<file path="src/rtl/xcvr_pkg.sv">
package xcvr_pkg;

  typedef enum logic [1:0] {
    SRC_NONE   = 2'd0,
    SRC_LIVE   = 2'd1,
    SRC_STORED = 2'd2
  } src_e;

  function automatic src_e pick_source(input logic drive, input logic stored);
    if (!drive)      return SRC_NONE;
    else if (stored) return SRC_STORED;
    else             return SRC_LIVE;
  endfunction

endpackage

</file>
<file path="src/rtl/strobe_edge.sv">
module strobe_edge #(
  parameter int STAGES = 2
) (
  input  logic clk,
  input  logic rst,
  input  logic strobe,
  output logic rise
);
  localparam int DEPTH = STAGES + 1;

  logic [DEPTH-1:0] hist;

  always_ff @(posedge clk) begin
    if (rst) hist <= '0;
    else     hist <= {hist[DEPTH-2:0], strobe};
  end

  assign rise = hist[STAGES-1] & ~hist[STAGES];

  // A single rising edge yields a one-cycle pulse
  p_one_pulse_r9: assert property (@(posedge clk) disable iff (rst)
    rise |=> !rise);

endmodule

</file>
<file path="src/rtl/capture_reg.sv">
module capture_reg #(
  parameter int W = 8
) (
  input  logic         clk,
  input  logic         rst,
  input  logic         load,
  input  logic [W-1:0] d,
  output logic [W-1:0] q
);
  always_ff @(posedge clk) begin
    if (rst)       q <= '0;
    else if (load) q <= d;
  end

  // Load takes the word presented in the load cycle
  p_load_r2: assert property (@(posedge clk) disable iff (rst)
    load |=> (q == $past(d)));

  // Without a load pulse the word is kept
  p_hold_r9: assert property (@(posedge clk) disable iff (rst)
    !load |=> $stable(q));

endmodule

</file>
<file path="src/rtl/port_drive.sv">
module port_drive
  import xcvr_pkg::*;
#(
  parameter int W = 8
) (
  input  logic         drive,
  input  logic         use_stored,
  input  logic [W-1:0] live,
  input  logic [W-1:0] stored,
  output logic [W-1:0] dout,
  output logic [W-1:0] oe
);
  src_e src;

  assign src = pick_source(drive, use_stored);

  always_comb begin
    unique case (src)
      SRC_LIVE:   dout = live;
      SRC_STORED: dout = stored;
      default:    dout = '0;
    endcase
  end

  for (genvar i = 0; i < W; i++) begin : g_oe
    assign oe[i] = (src != SRC_NONE);
  end

  // Enable vector is uniform, idle output reads zero
  always_comb begin
    p_oe_uniform_r10: assert (oe == '0 || oe == '1);
    p_idle_zero_r10:  assert (oe != '0 || dout == '0);
  end

endmodule

</file>
<file path="src/rtl/bus_xcvr_reg.sv">
module bus_xcvr_reg #(
  parameter int W           = 8,
  parameter int SYNC_STAGES = 2
) (
  input  logic         clk,
  input  logic         rst,
  input  logic [W-1:0] a_in,
  output logic [W-1:0] a_out,
  output logic [W-1:0] a_oe,
  input  logic [W-1:0] b_in,
  output logic [W-1:0] b_out,
  output logic [W-1:0] b_oe,
  input  logic         cap_a,
  input  logic         cap_b,
  input  logic         use_reg_a,
  input  logic         use_reg_b,
  input  logic         to_b,
  input  logic         en_n
);
  logic         rise_a, rise_b;
  logic         drive_a, drive_b;
  logic [W-1:0] reg_a, reg_b;
  logic [W-1:0] eff_a, eff_b;

  assign drive_a = ~rst & ~en_n & ~to_b;
  assign drive_b = ~rst & ~en_n &  to_b;

  strobe_edge #(.STAGES(SYNC_STAGES)) u_edge_a (
    .clk(clk), .rst(rst), .strobe(cap_a), .rise(rise_a));
  strobe_edge #(.STAGES(SYNC_STAGES)) u_edge_b (
    .clk(clk), .rst(rst), .strobe(cap_b), .rise(rise_b));

  assign eff_a = a_oe[0] ? a_out : a_in;
  assign eff_b = b_oe[0] ? b_out : b_in;

  capture_reg #(.W(W)) u_reg_a (
    .clk(clk), .rst(rst), .load(rise_a), .d(eff_a), .q(reg_a));
  capture_reg #(.W(W)) u_reg_b (
    .clk(clk), .rst(rst), .load(rise_b), .d(eff_b), .q(reg_b));

  // Live path uses the opposite input vector: when one side drives, the other is undriven
  port_drive #(.W(W)) u_drv_b (
    .drive(drive_b), .use_stored(use_reg_a), .live(a_in), .stored(reg_a),
    .dout(b_out), .oe(b_oe));
  port_drive #(.W(W)) u_drv_a (
    .drive(drive_a), .use_stored(use_reg_b), .live(b_in), .stored(reg_b),
    .dout(a_out), .oe(a_oe));

  p_never_both_r5: assert property (@(posedge clk) disable iff (rst)
    !(a_oe[0] && b_oe[0]));

  p_isolate_r4: assert property (@(posedge clk) disable iff (rst)
    en_n |-> (a_oe == '0 && b_oe == '0));

  p_reset_quiet_r1: assert property (@(posedge clk)
    rst |-> (a_oe == '0 && b_oe == '0));

endmodule

</file>
<file path="config.mk">
export PLATFORM = sky130hd
export DESIGN_NAME = bus_xcvr_reg
export DESIGN_NICKNAME = d
export VERILOG_FILES = /design/src/rtl/xcvr_pkg.sv /design/src/rtl/strobe_edge.sv /design/src/rtl/capture_reg.sv /design/src/rtl/port_drive.sv /design/src/rtl/bus_xcvr_reg.sv
export SDC_FILE = /design/constraint.sdc
export NUM_CORES = 1
export LEC_CHECK = 0
export BUFFER_PORTS_ARGS = -buffer_cell sky130_fd_sc_hd__clkbuf_2
export CAP_MARGIN = 15
export CORE_AREA = 5 5 72 48
export CTS_CLUSTER_DIAMETER = 30
export CTS_CLUSTER_SIZE = 16
export DETAILED_ROUTE_END_ITERATION = 8
export DIE_AREA = 0 0 77 53
export PLACE_DENSITY = 0.81
export SYNTH_ARGS = -nofsm -noshare
export SYNTH_HDL_FRONTEND = slang
export SYNTH_SLANG_ARGS = --single-unit
</file>
<file path="constraint.sdc">
create_clock -name clk -period 3.3 [get_ports clk]
set_input_delay 0.495 -clock clk [delete_from_list [all_inputs] [get_ports clk]]
set_output_delay 0.495 -clock clk [all_outputs]
set_load 0.02 [all_outputs]
</file>
==> results.json, run 1 <==
{
  "status": "finished, final reports clean",
  "max_cap_viol_count": 0,
  "holdBufCountCts": 0,
  "power_density_mw_per_mm2": 399,
  "initial_core_util_pct": 47.1,
  "wire_per_inst_um": 16.0,
  "ys_types": 24,
  "die_area_mm2": 0.00408,
  "cp.required_ps": 2800,
  "hp-start": "cap_b",
  "critical_path_arrival_ps": 1840,
  "dieWidth_um": 77,
  "hold_class": "in -> reg",
  "grt_pass1_vias": 1109,
  "setup_viol": 0,
  "grtUsageTotal_pct": 16.5,
  "grt_antenna_before_repair": 0,
  "drive_gt1_share_pct": 40.1,
  "cts_resized": 0,
  "grt_max_degree": 25,
  "vias": 1158,
  "grt_pass1_wl_um": 5310,
  "rsz0062_at_grt": "false",
  "setup-tns-final_ps": 0,
  "drc": 0,
  "finalCritPeriodShare_pct": 70.8,
  "use_met3_pct": 6.80,
  "timing.final.crit_period_ps": 2340,
  "rr_startpoint": "u_edge_a.hist[2]$_SDFF_PP0_",
  "cts.htree.levels": 1,
  "syn_inst": 142,
  "clk_latency_ps": 270,
  "fin_area_mm2": 0.00147,
  "rows": 15,
  "antenna_cells": 0,
  "grtUsageMet1_pct": 20.8,
  "grtUsageMet2_pct": 26.3,
  "tightest_slew_ps": 756,
  "synth-seq-area-share_pct": 34.4,
  "busiest_layer": "met2",
  "fin_nets": 202,
  "drtPass1Iterations": 4,
  "grt-ovfl-total": 0,
  "critPathCaptureType": "primary output",
  "fin_skew_ps": 4.08,
  "io_buffers": 55,
  "clockBufferDepth": 2,
  "cts_root_buf": "clkbuf_8",
  "syn_nets": 166,
  "place.gp.congestion": 0.914,
  "cts_setup_buffers": 0,
  "drt_wl_total_um": 3370,
  "io_pins": 56,
  "drtIter0Drc": 73,
  "dpl-instance-area_mm2": 0.00142,
  "clkSlewWorstSetupHoldPaths_ps": 80,
  "clock.fmax_mhz": 428,
  "hpwl_um": 2610,
  "clock-sinks": 22,
  "drt-vias-per-instance": 5.49,
  "die_height_um": 53,
  "slew_violations": 0,
  "critical_path_class": "in -> out",
  "detail-route-antenna-nets": 0,
  "core_mm2": 0.00272,
  "start_kind": "input pin",
  "cp_max_fo": 19,
  "cts_tree": "done",
  "p_leak_uw": 0.000699,
  "synthesis.area_mm2": 0.00128,
  "ys_warn_count": 0,
  "max_slew_margin_pct": 49.6,
  "vdd_drop_max_mv": 0.254,
  "crit_start": "rst",
  "hold_violations": 0,
  "syn_area_per_cell_um2": 9.02,
  "ys_ff_latch": 22,
  "syn_to_final_growth_pct": 14.7,
  "cts_made_buffers": 3
}
power breakdown:
group,leakage (uW),internal [uW],switching (uW)
sequential,0.000179,275,4.61
clock,0.0000288,106,87.9
combinational,0.000491,43.1,68.7
cells in the mapped netlist, drive strengths merged:
cell    instances  area share, %
buf            23             14
dfxtp          22             34
nor2           17            5.0
a32o           16             13
mux2i          16             12
nand2           9            2.8
o21ai           8            3.4
o31ai           8            4.7
or2             8            3.9
nor2b           6            2.9
inv             3           0.88
a21oi           2           0.78
clkbuf          1           0.29
clkinv          1           0.29
nor3b           1           0.98
or3             1           0.49
registers in the layout (all words and copies together), names as in the netlist:
signal	flops
u_reg_a.q	8
u_reg_b.q	8
u_edge_b.hist	3
u_edge_a.hist	3
stage by stage:
stage	power (uW)	worst slack, ps	util [%]	cells	hold WS [ps]
final	586	963	54.0	211	437
after global routing	614	861	54.0	211	462
after CTS	588	979	54.0	211	436
after detailed placement	397	980	52.0	207	428
after global placement	393	1030	52.0	207	423
after floorplan	373	1120	-	142	414
cells in the final DEF, fill, tap and decap left out, drive strengths merged, types with 3 or more instances in the layout:
cell type,Yosys,final
o31ai,8,8
inv,3,3
clkbuf,1,59
mux2i,16,16
or2,8,8
nor2,17,17
nand2,9,9
nor2b,6,6
o21ai,8,8
dfxtp,22,22
a32o,16,16
critical path: stages:
cell and delay, ps:
clkbuf_2 240, or3_1 630, inv_1 260, clkbuf_2 210
cells by family (layout without fill, tap and decap cells):
group / Yosys count / count (layout) / share of synthesized area (%)
AND/OR/NAND/NOR: 42 / 42 / 16.1
multiplexers: 16 / 16 / 12.5
flip-flops: 22 / 22 / 34.4
buffers and inverters: 28 / 63 / 15.5
AO/OA/AOI/OAI: 34 / 34 / 21.5
final timing paths:
path / slack, ps / end / depth (start not counted)
worst max-delay path: 960 / a_oe[3] / 4
worst min-delay path: 440 / u_edge_b.hist[0]$_SDFF_PP0_ / 2
worst max register to register: 1770 / u_reg_a.q[3]$_SDFFE_PP0P_ / 3
worst min register to register: 450 / u_edge_b.hist[1]$_SDFF_PP0_ / 1
routing by layer:
layer  routed length (um)  vias up
met5                    0        -
met4                    8        0
met3                  301        2
met2                 1530       47
met1                 1530      545
li1                     -      564
area by class of cell:
cell class                 count  area (um^2)
fill                         255         1250
multi-input combinational     92          642
sequential                    22          440
timing repair buffer          55          275
clock buffer                   4         55.1
tap                           34         42.5
inverter                       4         15.0
No activity file was read; power rests on OpenSTA's default activity.
==> run 2, diff against run 1 <==
Settings changed: CORE_AREA 5 5 72 48 to 5 5 74 49, DIE_AREA 0 0 77 53 to 0 0 79 54, PLACE_DENSITY 0.81 to 0.77.
Clock period 3.3 ns to 2.27 ns, I/O delays scaled along.
==> results.json, run 2 (same netlist as run 1, synthesis figures left out) <==
{
  "antenna_cells": 0,
  "clkSlewWorstSetupHoldPaths_ps": 80,
  "pwr-share-comb_pct": 19.1,
  "io_buffers": 55,
  "rows": 16,
  "power_density_mw_per_mm2": 578,
  "critPathCaptureType": "primary output",
  "die_area_mm2": 0.00427,
  "core_mm2": 0.00298,
  "hpwl_um": 2490,
  "hold_class": "in -> reg",
  "vias": 1164,
  "max_slew_margin_pct": 52.7,
  "start_kind": "input pin",
  "wire_per_inst_um": 15.2,
  "syn_to_final_growth_pct": 15.5,
  "crit_start": "to_b",
  "place.gp.congestion": 0.858,
  "mostFrequentLayoutCells": "55 x clkbuf_2, 22 x dfxtp_1, 17 x nor2_1",
  "path_common_cell": "clkbuf_2",
  "seq_power_share_pct": 47.5,
  "p_leak_uw": 0.000704,
  "detail-route-antenna-nets": 0,
  "drtPass1Iterations": 4,
  "grt_antenna_before_repair": 0,
  "reg_top3": "u_reg_a.q: 8 flops, u_reg_b.q: 8 flops",
  "max_cap_viol_count": 0,
  "grt_pass1_vias": 1075,
  "dieWidth_um": 79,
  "critical_path_arrival_ps": 1640,
  "dpl-instance-area_mm2": 0.00143,
  "status": "finished, final reports clean",
  "setup_viol": 0,
  "grtUsageMet1_pct": 20.5,
  "cp_top_family": "simple AND/OR/NAND/NOR gates",
  "worstPathBufferInverterCount": 3,
  "cts_tree": "done",
  "setup-tns-final_ps": 0,
  "cp_max_fo": 17,
  "cts_root_buf": "clkbuf_8",
  "power_frac_clock_pct": 33.5,
  "drc": 0,
  "grtUsageTotal_pct": 15.2,
  "fin_skew_ps": 5.30,
  "swShare_pct": 27.7,
  "slew_violations": 0,
  "rrSetupSlack_ps": 790,
  "hp-start": "cap_a",
  "hold-worst-slack_ps": 281,
  "clk_latency_ps": 270,
  "grt-ovfl-total": 0,
  "cp.required_ps": 1930,
  "use_met3_pct": 6.02,
  "clock-sinks": 22,
  "vdd_drop_max_mv": 0.331,
  "grt_pass1_wl_um": 5070,
  "internal_power_uw": 619,
  "finalCritPeriodShare_pct": 87.1,
  "critical_path_class": "in -> out",
  "cp_slowest_cell": "or3_1",
  "cts_resized": 0,
  "drive_gt1_share_pct": 40.4,
  "busiest_layer": "met2",
  "drtIter0Drc": 96,
  "timing.final.crit_period_ps": 1980,
  "clockBufferDepth": 2,
  "cts_setup_buffers": 0,
  "clock.fmax_mhz": 506,
  "hold_violations": 0,
  "grtUsageMet2_pct": 22.8,
  "drt_wl_total_um": 3250,
  "p_sw_uw": 237,
  "io_pins": 56,
  "layout_commonest_cell": "clkbuf_2",
  "drt-vias-per-instance": 5.44,
  "die_height_um": 54,
  "slowest_delay_ps": 650,
  "cts.htree.levels": 1,
  "tightest_slew_ps": 708,
  "cts_made_buffers": 3,
  "holdBufCountCts": 0,
  "crit_chain": "clkbuf_2 > or3_1 > inv_1 > clkbuf_2",
  "rr_startpoint": "u_edge_a.hist[2]$_SDFF_PP0_",
  "fin_nets": 203,
  "initial_core_util_pct": 43.0,
  "fin_area_mm2": 0.00148,
  "grt_max_degree": 25,
  "rsz0062_at_grt": "false"
}
-- run 2: changes by cell type in the layout (fill, tap and decap cells not counted), sizes merged --
cell,previous run,this run
buf,0,1
-- run 2: area by class of cell --
cell class	count	area, um^2
Clock buffer	4	55.1
Fill cell	273	1500
Inverter	4	15.0
Multi-Input combinational cell	92	642
Sequential cell	22	440
Tap cell	36	45.0
Timing Repair Buffer	56	283
-- run 2: worst register-to-register path, cell delays in order (launching register included) --
cell	delay, ps
dfxtp_1	320
clkinv_1	240
a21oi_1	660
a32o_1	200
-- run 2: through the flow --
| stage | util, % | cells | setup WS (ps) | total power (uW) |
|---|---|---|---|---|
| 6_report | 49.6 | 214 | 293 | 855 |
| 5_1_grt | 49.6 | 214 | 196 | 892 |
| 4_1_cts | 49.6 | 214 | 295 | 859 |
| 3_5_place_dp | 47.8 | 210 | 311 | 577 |
| 3_3_place_gp | 47.8 | 210 | 368 | 576 |
| 2_1_floorplan | - | 142 | 394 | 542 |
-- run 2: power by group through the flow --
stage / Sequential [uW] / Combinational [uW] / Clock, uW
after floorplan: 414 / 128 / 0
after global placement: 415 / 161 / 0
after detailed placement: 415 / 162 / 0
after CTS: 406 / 163 / 291
after global routing: 408 / 178 / 306
final: 406 / 163 / 286
-- run 2: worst paths after layout --
| check | cells past startpoint | end |
|---|---|---|
| setup / recovery | 4 | a_oe[3] |
| hold / removal | 2 | u_edge_a.hist[0]$_SDFF_PP0_ |
| setup reg to reg | 3 | u_reg_a.q[5]$_SDFFE_PP0P_ |
| hold reg to reg | 1 | u_edge_b.hist[1]$_SDFF_PP0_ |
-- run 2: layer usage --
layer / up-vias / routed length, um
met5: - / 0
met4: 0 / 23
met3: 5 / 290
met2: 44 / 1390
met1: 547 / 1550
li1: 568 / -
